===== config.mk =====
export PLATFORM = sky130hd
export DESIGN_NAME = dsi_vid_timing
export DESIGN_NICKNAME = d
export VERILOG_FILES = /design/src/rtl/vtg_pkg.sv /design/src/rtl/vtg_hcount.sv /design/src/rtl/vtg_vcount.sv /design/src/rtl/vtg_sync_fmt.sv /design/src/rtl/dsi_vid_timing.sv
export SDC_FILE = /design/constraint.sdc
export NUM_CORES = 1
export LEC_CHECK = 0
export BUFFER_PORTS_ARGS = -buffer_cell sky130_fd_sc_hd__clkbuf_2
export CAP_MARGIN = 20
export CORE_UTILIZATION = 51
export CTS_CLUSTER_SIZE = 20
export DETAILED_ROUTE_END_ITERATION = 12
export GPL_ROUTABILITY_DRIVEN = 1
export HOLD_SLACK_MARGIN = 0.12
export PLACE_DENSITY_LB_ADDON = 0.3
export SYNTH_ARGS = -nofsm -noshare
export SYNTH_HDL_FRONTEND = slang
export SYNTH_SLANG_ARGS = --single-unit

===== constraint.sdc =====
create_clock -name clk -period 5.3 [get_ports clk]
set_clock_uncertainty 0.15 [all_clocks]
set_input_delay 1.06 -clock clk [delete_from_list [all_inputs] [get_ports clk]]
set_output_delay 1.06 -clock clk [all_outputs]
set_load 0.02 [all_outputs]

===== src/rtl/vtg_pkg.sv =====
package vtg_pkg;

   typedef enum logic [1:0] {
      PH_SYNC  = 2'd0,
      PH_BACK  = 2'd1,
      PH_ACT   = 2'd2,
      PH_FRONT = 2'd3
   } vtg_phase_e;

   typedef enum logic [1:0] {
      VT_PULSE   = 2'd0,
      VT_EVENT   = 2'd1,
      VT_BURST_A = 2'd2,
      VT_BURST_B = 2'd3
   } vtg_vmode_e;

   localparam int POL_HS_BIT = 2;
   localparam int POL_VS_BIT = 1;
   localparam int NUM_PERIODS = 4;

endpackage


===== src/rtl/vtg_hcount.sv =====
module vtg_hcount
   import vtg_pkg::*;
#(
   parameter int HW        = 12,
   parameter int PW        = 12,
   parameter int LANE_W    = 2,
   parameter int BPP_BYTES = 3
) (
   input  logic              clk,
   input  logic              rst_n,
   input  logic              run,
   input  logic [HW-1:0]     hsa_time,
   input  logic [HW-1:0]     hbp_time,
   input  logic [HW-1:0]     hline_time,
   input  logic [PW-1:0]     pkt_size,
   input  logic [LANE_W-1:0] lane_sel,
   output logic [HW-1:0]     h_cnt,
   output vtg_phase_e        h_phase,
   output logic              line_end
);

   localparam int ACC_W = PW + $clog2(BPP_BYTES) + 1;

   if (HW < 2) begin : g_bad_hw
      $error("vtg_hcount: HW must be at least 2");
   end
   if (BPP_BYTES < 1) begin : g_bad_bpp
      $error("vtg_hcount: BPP_BYTES must be positive");
   end

   logic [HW-1:0]    cnt_q;
   logic [ACC_W-1:0] acc_q;
   logic [HW:0]      line_len;
   logic [HW:0]      sync_end;
   logic [HW:0]      bp_end;
   logic [ACC_W-1:0] need_bytes;
   logic [ACC_W-1:0] lane_step;

   assign line_len   = (hline_time == '0) ? (HW+1)'(1) : {1'b0, hline_time};
   assign sync_end   = {1'b0, hsa_time};
   assign bp_end     = {1'b0, hsa_time} + {1'b0, hbp_time};
   assign need_bytes = ACC_W'(pkt_size) * ACC_W'(BPP_BYTES);
   assign lane_step  = ACC_W'(lane_sel) + ACC_W'(1);

   assign line_end = run && (({1'b0, cnt_q} + (HW+1)'(1)) >= line_len);

   always_comb begin
      if ({1'b0, cnt_q} < sync_end)      h_phase = PH_SYNC;
      else if ({1'b0, cnt_q} < bp_end)   h_phase = PH_BACK;
      else if (acc_q < need_bytes)       h_phase = PH_ACT;
      else                               h_phase = PH_FRONT;
   end

   always_ff @(posedge clk or negedge rst_n) begin
      if (!rst_n) begin
         cnt_q <= '0;
         acc_q <= '0;
      end else if (!run || line_end) begin
         cnt_q <= '0;
         acc_q <= '0;
      end else begin
         cnt_q <= cnt_q + HW'(1);
         if (h_phase == PH_ACT) acc_q <= acc_q + lane_step;
      end
   end

   assign h_cnt = cnt_q;

   // the count never reaches the programmed line length
   a_r2_cnt_below_line: assert property (@(posedge clk) disable iff (!rst_n)
      run |-> ({1'b0, h_cnt} < line_len));

   // inside a line the phase only moves forward
   a_r3_phase_forward: assert property (@(posedge clk) disable iff (!rst_n)
      (run && !line_end) |=> (!run || (h_phase >= $past(h_phase))));

   // idle cycles leave the horizontal count at zero
   a_r1_idle_clears: assert property (@(posedge clk) disable iff (!rst_n)
      !run |=> (h_cnt == '0));

endmodule


===== src/rtl/vtg_vcount.sv =====
module vtg_vcount
   import vtg_pkg::*;
#(
   parameter int VW        = 11,
   parameter int VSA_LIMIT = 15
) (
   input  logic          clk,
   input  logic          rst_n,
   input  logic          run,
   input  logic          line_end,
   input  logic [VW-1:0] vsa_lines,
   input  logic [VW-1:0] vbp_lines,
   input  logic [VW-1:0] vact_lines,
   input  logic [VW-1:0] vfp_lines,
   output vtg_phase_e    v_phase,
   output logic [VW-1:0] v_line,
   output logic          first_line
);

   if (VSA_LIMIT >= (1 << VW)) begin : g_bad_limit
      $error("vtg_vcount: VSA_LIMIT does not fit in VW bits");
   end

   logic [VW-1:0] per_cnt [NUM_PERIODS];
   logic [1:0]    ph_q;
   logic [1:0]    ph_nxt;
   logic [1:0]    ph_init;
   logic [VW-1:0] line_q;
   logic          first_q;
   logic          wrap;
   logic          period_done;

   always_comb begin
      per_cnt[0] = (vsa_lines > VW'(VSA_LIMIT)) ? VW'(VSA_LIMIT) : vsa_lines;
      per_cnt[1] = vbp_lines;
      per_cnt[2] = vact_lines;
      per_cnt[3] = vfp_lines;
   end

   // next non-empty period after the current one (itself if none other)
   always_comb begin
      logic       found;
      logic [1:0] cand;
      found  = 1'b0;
      ph_nxt = ph_q;
      for (int k = 1; k <= NUM_PERIODS; k++) begin
         cand = ph_q + 2'(k);
         if (!found && (per_cnt[cand] != '0)) begin
            ph_nxt = cand;
            found  = 1'b1;
         end
      end
   end

   // first non-empty period of a frame
   always_comb begin
      logic found;
      found   = 1'b0;
      ph_init = 2'd0;
      for (int k = 0; k < NUM_PERIODS; k++) begin
         if (!found && (per_cnt[k] != '0)) begin
            ph_init = 2'(k);
            found   = 1'b1;
         end
      end
   end

   assign wrap        = (ph_nxt <= ph_q);
   assign period_done = (({1'b0, line_q} + (VW+1)'(1)) >= {1'b0, per_cnt[ph_q]});

   always_ff @(posedge clk or negedge rst_n) begin
      if (!rst_n) begin
         ph_q    <= 2'd0;
         line_q  <= '0;
         first_q <= 1'b1;
      end else if (!run) begin
         ph_q    <= ph_init;
         line_q  <= '0;
         first_q <= 1'b1;
      end else if (line_end) begin
         if (period_done) begin
            ph_q    <= ph_nxt;
            line_q  <= '0;
            first_q <= wrap;
         end else begin
            line_q  <= line_q + VW'(1);
            first_q <= 1'b0;
         end
      end
   end

   assign v_phase    = vtg_phase_e'(ph_q);
   assign v_line     = line_q;
   assign first_line = first_q;

   // vertical sync never runs past its limit
   a_r6_vsa_clamped: assert property (@(posedge clk) disable iff (!rst_n)
      (run && (v_phase == PH_SYNC)) |-> (v_line < VW'(VSA_LIMIT)));

   // the vertical period only changes at a line boundary
   a_r5_period_holds_midline: assert property (@(posedge clk) disable iff (!rst_n)
      (run && !line_end) |=> (!run || $stable(v_phase)));

endmodule


===== src/rtl/vtg_sync_fmt.sv =====
module vtg_sync_fmt
   import vtg_pkg::*;
#(
   parameter bit EVENTS_EN = 1'b1
) (
   input  logic       run,
   input  logic [1:0] vmode,
   input  logic       hs_inv,
   input  logic       vs_inv,
   input  vtg_phase_e h_phase,
   input  vtg_phase_e v_phase,
   input  logic       h_start,
   input  logic       v_first_line,
   input  logic       frame_first,
   output logic       hsync,
   output logic       vsync,
   output logic       frame_start
);

   logic ev;
   logic hs_raw;
   logic vs_raw;

   if (EVENTS_EN) begin : g_events
      assign ev = (vmode == VT_EVENT);
   end else begin : g_pulses_only
      assign ev = 1'b0;
   end

   always_comb begin
      if (ev) begin
         hs_raw = run && h_start;
         vs_raw = run && (v_phase == PH_SYNC) && v_first_line && h_start;
      end else begin
         hs_raw = run && (h_phase == PH_SYNC);
         vs_raw = run && (v_phase == PH_SYNC);
      end
   end

   assign hsync       = hs_raw ^ hs_inv;
   assign vsync       = vs_raw ^ vs_inv;
   assign frame_start = run && frame_first && h_start;

endmodule


===== src/rtl/dsi_vid_timing.sv =====
module dsi_vid_timing
   import vtg_pkg::*;
#(
   parameter int HW        = 12,
   parameter int VW        = 11,
   parameter int PW        = 12,
   parameter int LANE_W    = 2,
   parameter int BPP_BYTES = 3,
   parameter int VSA_LIMIT = 15,
   parameter bit EVENTS_EN = 1'b1
) (
   input  logic              clk,
   input  logic              rst_n,
   input  logic              power_up,
   input  logic              cmd_mode,
   input  logic [1:0]        vmode,
   input  logic [2:0]        pol_cfg,
   input  logic [LANE_W-1:0] lane_sel,
   input  logic [HW-1:0]     hsa_time,
   input  logic [HW-1:0]     hbp_time,
   input  logic [HW-1:0]     hline_time,
   input  logic [PW-1:0]     pkt_size,
   input  logic [VW-1:0]     vsa_lines,
   input  logic [VW-1:0]     vbp_lines,
   input  logic [VW-1:0]     vact_lines,
   input  logic [VW-1:0]     vfp_lines,
   output logic              vid_on,
   output logic [1:0]        h_phase,
   output logic [1:0]        v_phase,
   output logic              de,
   output logic [PW-1:0]     act_pixels,
   output logic              hsync,
   output logic              vsync,
   output logic              frame_start
);

   if (LANE_W < 1) begin : g_bad_lane
      $error("dsi_vid_timing: LANE_W must be at least 1");
   end

   logic          run;
   logic [HW-1:0] h_cnt;
   vtg_phase_e    h_ph;
   vtg_phase_e    v_ph;
   logic          line_end;
   logic [VW-1:0] v_line;
   logic          first_line;
   logic          unused_pol;

   assign run        = power_up && !cmd_mode;
   assign unused_pol = pol_cfg[0];

   vtg_hcount #(
      .HW(HW), .PW(PW), .LANE_W(LANE_W), .BPP_BYTES(BPP_BYTES)
   ) hcount_i (
      .clk(clk), .rst_n(rst_n), .run(run),
      .hsa_time(hsa_time), .hbp_time(hbp_time), .hline_time(hline_time),
      .pkt_size(pkt_size), .lane_sel(lane_sel),
      .h_cnt(h_cnt), .h_phase(h_ph), .line_end(line_end)
   );

   vtg_vcount #(
      .VW(VW), .VSA_LIMIT(VSA_LIMIT)
   ) vcount_i (
      .clk(clk), .rst_n(rst_n), .run(run), .line_end(line_end),
      .vsa_lines(vsa_lines), .vbp_lines(vbp_lines),
      .vact_lines(vact_lines), .vfp_lines(vfp_lines),
      .v_phase(v_ph), .v_line(v_line), .first_line(first_line)
   );

   vtg_sync_fmt #(
      .EVENTS_EN(EVENTS_EN)
   ) sync_fmt_i (
      .run(run), .vmode(vmode),
      .hs_inv(pol_cfg[POL_HS_BIT]), .vs_inv(pol_cfg[POL_VS_BIT]),
      .h_phase(h_ph), .v_phase(v_ph),
      .h_start(h_cnt == '0), .v_first_line(v_line == '0),
      .frame_first(first_line),
      .hsync(hsync), .vsync(vsync), .frame_start(frame_start)
   );

   assign vid_on     = run;
   assign h_phase    = run ? h_ph : PH_SYNC;
   assign v_phase    = run ? v_ph : PH_SYNC;
   assign de         = run && (v_ph == PH_ACT) && (h_ph == PH_ACT);
   assign act_pixels = (run && (v_ph == PH_ACT)) ? pkt_size : '0;

endmodule


==> results.sh, run 1 <==
export IMPL_status="complete, but fails checks"
export IMPL_violations="negative setup slack"
export IMPL_grt_pass1_wl_mm=23.6
export IMPL_totalWireLength_mm=14.3
export IMPL_drv_cap=0
export IMPL_ys_ff_latch=41
export IMPL_async_flop_share_pct=100
export IMPL_crit_arrival_ns=4.20
export IMPL_setup_slack_ns=-0.108
export IMPL_dieArea_um2=11400
export IMPL_clk_pin_slew_worst_paths_ns=0.08
export IMPL_final_nets=1033
export IMPL_max_slew_margin_rel_pct=52.7
export IMPL_seq_power_share_pct=33.6
export IMPL_p_sw_uw=364
export IMPL_vias_per_cell=5.75
export IMPL_rsz0062_at_grt="true"
export IMPL_core_um2=10500
export IMPL_routedWlPerCell_um=14.8
export IMPL_p_int_uw=626
export IMPL_antenna_found_initial=0
export IMPL_first_iter_violations=211
export IMPL_yosysWarnings=0
export IMPL_leakage_nw=3.49
export IMPL_p_comb_share_pct=44.0
export IMPL_max_stage_delay_ns=0.30
export IMPL_synth_top_cell_area_share_pct=21.3
export IMPL_worstSetupStartpointType="input port"
export IMPL_synth_compound_area_share_pct=16.5
export IMPL_diodes=0
export IMPL_yosys_top_cells_area="ha_1 21%, dfrtp_1 18%, mux2i_1 4.3%, nand2_1 4.3%, xor2_1 3.8%"
export IMPL_worst_path_buf_inv=3
export IMPL_fin_crit_sh_pct=102
export IMPL_firstDrtPassIters=5
export IMPL_grt_pass1_vias=5357
export IMPL_fmax_mhz=185
export IMPL_syn_num_nets=888
export IMPL_p_per_area_nw_per_um2=144
export IMPL_hold_viol=0
export IMPL_slew_viol_final=0
export IMPL_critPathKind="input port to output port"
export IMPL_die_height_um=107
export IMPL_critPathTopFamily="compound AO/OA/AOI/OAI gates"
export IMPL_overflow=0
export IMPL_start_util_pct=53.4
export IMPL_synthFlopType="dfrtp_1"
export IMPL_cts_buffers=5
export IMPL_num_vias=5575
export IMPL_synth_common_cells="95 x ha_1, 64 x nand2_1, 50 x inv_1"
export IMPL_min_path_type="flop to flop"
export IMPL_dpl_worst_slack_ns=-0.335
export IMPL_grt_use_total_pct=25.1
export IMPL_synthSimpleGateAreaFrac_pct=26.1
export IMPL_switching_share_pct=36.8
export IMPL_htreeDepth=2
export IMPL_final_setup_viol_count=2
export IMPL_syn_area_um2=5590
export IMPL_place_congestion=0.915
export IMPL_ys_seq_area_share_pct=18.4
export IMPL_dp_hpwl_mm=11.4
export IMPL_n_fill_cell=875
export IMPL_cpMaxStageDelayCell="ha_1"
export IMPL_clk_path_buf_depth=2
export IMPL_yosysTopAreaCell="ha_1"
export IMPL_final_cells=969
export IMPL_grt_max_degree=42
export IMPL_cp_required_ns=4.09
export IMPL_power_frac_clock_pct=22.3
export IMPL_die_width_um=107
export IMPL_cp_common_cell="a21o_1"
export IMPL_synth_xor_area_share_pct=5.96
export IMPL_synth_top_family_by_area="simple AND/OR/NAND/NOR gates"
export IMPL_detail_route_drc_violations=0
export IMPL_worst_setup_path_end_kind="output port"
export IMPL_clockRootBuffer="clkbuf_8"
export IMPL_postCtsHoldBufs=0
export IMPL_synth_mux_area_share_pct=5.91
export IMPL_crit_chain="buf_6 > ha_4 > a21o_1 > a21oi_2 > nor2b_2 > nor4_2 > buf_4 > o31ai_2 > o221a_2 > xnor2_2 > ha_1 > a21o_1 > a211oi_2 > o21a_1 > o31ai_4 > nor3_2 > and3_4 > buf_8"
export IMPL_ioPinCount=124
export IMPL_row_count=37
export IMPL_synth_adder_area_share_pct=22.3
export IMPL_avgSynthCellArea_um2=8.13
export IMPL_synthCells=687
export IMPL_synth_edf_count=0
export IMPL_ant_nets=0
export IMPL_io_buffers=122
export IMPL_tightest_slew_ns=0.703
export IMPL_min_period_ns=5.41
export IMPL_area_growth_pct=22.7
export IMPL_clock_latency_ns=0.30
export IMPL_yosysMostFrequentCell="ha_1"
export IMPL_tritoncts="yes"
export IMPL_power_uw=990
export IMPL_drive_gt1_share_pct=26.3
export IMPL_peakVddDrop_uv=94.5
export IMPL_yosysUniqueCellTypes=68
export IMPL_clock_sinks=41
export IMPL_critical_path_max_fanout=4
export IMPL_place_inst=949
==> power by group through the flow <==
stage          clock [mW]  combinational, mW  sequential, mW
2_1_floorplan           0              0.269           0.333
3_3_place_gp            0              0.377           0.343
3_5_place_dp            0              0.396           0.344
4_1_cts             0.225              0.414           0.338
5_1_grt             0.238              0.490           0.334
6_report            0.221              0.436           0.333
==> state kept, by name, summed over array words and instances, names as in the netlist <==
signal               cells
hcount_i.h_cnt          12
hcount_i.acc_q          15
vcount_i.v_line         11
vcount_i.v_phase         2
vcount_i.first_line      1
==> per-layer routing <==
layer / vias to the layer above / global-route usage [%] / wire length [um]
met5: - / 0 / 0
met4: 0 / 8.61 / 363
met3: 25 / 1.76 / 390
met2: 133 / 46.2 / 7300
met1: 2623 / 30.8 / 6250
li1: 2794 / - / -
==> layout by cell type (no fill, tap or decap), types with 24 or more instances in the layout <==
cell type and instances:
ha_1 92, clkbuf_2 117, nor2_1 39, mux2i_1 24, nand2b_1 25, nand2_1 64
and3_1 24, buf_4 33, o21ai_0 24, dfrtp_1 40, inv_1 49, xor2_1 24
a21oi_1 29
==> per-stage QoR <==
stage               TNS [ns]  hold slack (ns)  utilization (%)  area [um^2]
global route          -0.426            0.413             65.6         6860
global placement      -0.318            0.325             62.0         6480
finish                -0.197            0.371             65.6         6860
CTS                  -0.0343            0.347             64.0         6690
floorplan                  0            0.306                -         5600
detailed placement    -0.566            0.335             62.0         6480
==> worst paths after layout <==
path	start	endpoint	slack (ns)	cells past startpoint
min	vcount_i.first_line	vcount_i.first_line	0.37	2
min in group asynchronous	rst_n	vcount_i.v_line[4]	0.42	1
max reg2reg	vcount_i.v_line[0]	vcount_i.v_line[5]	1.51	13
max	pkt_size[1]	de	-0.11	18
max in group asynchronous	rst_n	vcount_i.first_line	4.09	2
min reg2reg	vcount_i.first_line	vcount_i.first_line	0.37	2
==> layout make-up <==
type	count	area, um^2	share of cell area (%)
clock buffer	6	82.6	1.20
inverter	50	188	2.74
multi-input combinational	577	4440	64.7
clock inverter	2	13.8	0.201
tap	136	170	2.48
timing repair buffer	157	941	13.7
sequential	41	1030	15.0
==> tightest hold or removal path, delay by kind of cell (launching register included) <==
family / cells / cell delay, ns
compound gates: 1 / 0.08
simple gates: 1 / 0.05
flops: 1 / 0.38
==> timing repair <==
item	in CTS	in global routing
endpoints found under the setup margin	3	3
pin swaps	16	14
resized for setup	20	23
buffers inserted	5	5
gates cloned	0	0
==> cell families after synthesis <==
logic type | count (synthesis)
AND/OR/NAND/NOR | 275
buffers and inverters | 69
adder cells (fa/ha/maj) | 98
flip-flops | 41
multiplexers | 30
AO/OA/AOI/OAI | 136
XOR/XNOR | 38
(Power assumes the default switching activity.)
==> run 2, diff against run 1 <==
CORE_UTILIZATION = 56   (was 51)
clock period = 6.19 ns   (was 5.3 ns; I/O delays follow)
==> run 2 against run 1 <==
Compared with the run above:
- the flow now finishes without violations
- global-route usage grew 1.9 points
- die area shrank 8.8%
- worst hold slack lost 0.041 ns
- clock-buffer cell count did not move
- cell area is 5.1% lower
- via count shrank 1.1%
- non-clock buffer count decreased by 28
- sequential power down 14%
- core utilization rose by 1.4 points
- worst setup slack better by 0.35 ns
- power down 14%
- critical path type unchanged
==> results.sh, run 2 (synthesized netlist as in run 1, its figures left out) <==
export IMPL_status="finished clean"
export IMPL_leakage_nw=3.34
export IMPL_slew_viol_final=0
export IMPL_ioPinCount=124
export IMPL_area_growth_pct=16.5
export IMPL_largest_register_ffs=15
export IMPL_drive_gt1_share_pct=20.7
export IMPL_num_vias=5511
export IMPL_drv_cap=0
export IMPL_dp_hpwl_mm=11.3
export IMPL_diodes=0
export IMPL_overflow=0
export IMPL_die_height_um=102
export IMPL_rsz0062_at_grt="false"
export IMPL_final_cells=938
export IMPL_final_area_um2=6510
export IMPL_final_common_cell="clkbuf_2"
export IMPL_grt_pass1_vias=5221
export IMPL_worst_setup_path_end_kind="output port"
export IMPL_peakVddDrop_uv=99.0
export IMPL_place_congestion=0.918
export IMPL_worstSetupStartpointType="input port"
export IMPL_grt_max_degree=42
export IMPL_grt_pass1_wl_mm=22.7
export IMPL_crit_arrival_ns=4.56
export IMPL_postCtsHoldBufs=0
export IMPL_htreeDepth=2
export IMPL_cts_buffers=5
export IMPL_dieArea_um2=10400
export IMPL_hold_slack_ns=0.330
export IMPL_io_buffers=122
export IMPL_tightest_slew_ns=0.773
export IMPL_fmax_mhz=168
export IMPL_critPathKind="input port to output port"
export IMPL_final_setup_viol_count=0
export IMPL_core_um2=9730
export IMPL_min_path_type="flop to flop"
export IMPL_regMostFlops="hcount_i.acc_q"
export IMPL_hold_viol=0
export IMPL_antenna_found_initial=0
export IMPL_n_fill_cell=845
export IMPL_start_util_pct=57.4
export IMPL_row_count=36
export IMPL_totalWireLength_mm=13.9
export IMPL_grt_use_total_pct=27.0
export IMPL_cp_required_ns=4.80
export IMPL_cts_resized=0
export IMPL_final_nets=1005
export IMPL_tritoncts="yes"
export IMPL_routedWlPerCell_um=14.8
export IMPL_dpl_cell_area_um2=6330
export IMPL_vias_per_cell=5.88
export IMPL_ant_nets=0
export IMPL_die_width_um=102
export IMPL_clk_path_buf_depth=2
export IMPL_final_cell_mix="122 x clkbuf_2, 95 x ha_1, 64 x nand2_1, 50 x inv_1, 41 x nor2_1"
export IMPL_max_slew_margin_rel_pct=48.0
export IMPL_clock_sinks=41
export IMPL_fin_crit_sh_pct=96.1
export IMPL_first_iter_violations=178
export IMPL_clockRootBuffer="clkbuf_8"
export IMPL_detail_route_drc_violations=0
export IMPL_fin_tns_setup_ns=0
export IMPL_critical_path_max_fanout=4
export IMPL_p_per_area_nw_per_um2=131
export IMPL_clk_pin_slew_worst_paths_ns=0.08
export IMPL_clock_latency_ns=0.30
export IMPL_fin_util_pct=66.9
export IMPL_firstDrtPassIters=5
export IMPL_min_period_ns=5.95
export IMPL_place_inst=928
export IMPL_cts_setup_buffers=0
==> run 2: changes by cell type in the layout (fill, tap and decap cells not counted), moves of 3 or more <==
cell / delta
a211oi_2: -3
a21oi_2: -4
clkbuf_2: +5
ha_1: +3
buf_4: -28
a211oi_1: +3
a21oi_1: +4
buf_6: -4
==> run 2: per-layer routing <==
layer | GRT usage [%] | up-vias | wire (um)
li1 | - | 2743 | -
met3 | 2.74 | 14 | 573
met4 | 7.03 | 0 | 140
met1 | 32.9 | 2592 | 6070
met2 | 50.8 | 162 | 7140
met5 | 0 | - | 0
==> run 2: cell type report <==
type	instances	area, um^2	share of cell area, %
inverters	50	188	2.88
repair buffers	129	696	10.7
multi-input cells	577	4310	66.3
clock buffers	6	82.6	1.27
clock inverters	2	37.5	0.577
well taps	133	166	2.56
flip-flops and latches	41	1030	15.8
==> run 2: report_power, final <==
group | internal [mW] | total (mW) | switching (mW)
clock network | 0.131 | 0.232 | 0.100
logic | 0.148 | 0.337 | 0.190
registers | 0.274 | 0.285 | 0.0108
==> run 2: final timing paths <==
| kind | from | end | slack, ns | cells past startpoint |
|---|---|---|---|---|
| max | pkt_size[1] | de | 0.24 | 16 |
| min | vcount_i.first_line | vcount_i.first_line | 0.33 | 2 |
| max reg2reg | hcount_i.h_cnt[2] | hcount_i.acc_q[14] | 2.22 | 13 |
| min reg2reg | vcount_i.first_line | vcount_i.first_line | 0.33 | 2 |
| max in group asynchronous | rst_n | vcount_i.first_line | 4.76 | 2 |
| min in group asynchronous | rst_n | vcount_i.v_line[0] | 0.62 | 1 |
==> run 2: worst max-delay path, stage by stage <==
cell	delay, ns
clkbuf_2	0.12
ha_1	0.22
fa_1	0.41
a21o_1	0.18
a21oi_1	0.23
o21bai_1	0.11
a21oi_2	0.20
o21ai_2	0.13
a211o_1	0.30
a21oi_1	0.14
ha_1	0.16
nand4b_1	0.13
o31ai_1	0.56
nor3_2	0.08
and3_1	0.20
clkbuf_2	0.15
==> run 2: metrics by stage <==
stage / setup WS, ns / total power [mW]
floorplan: 0.364 / 0.514
detailed placement: 0.106 / 0.618
global placement: 0.151 / 0.601
CTS: 0.0702 / 0.849
global route: 0.0321 / 0.911
finish: 0.242 / 0.854
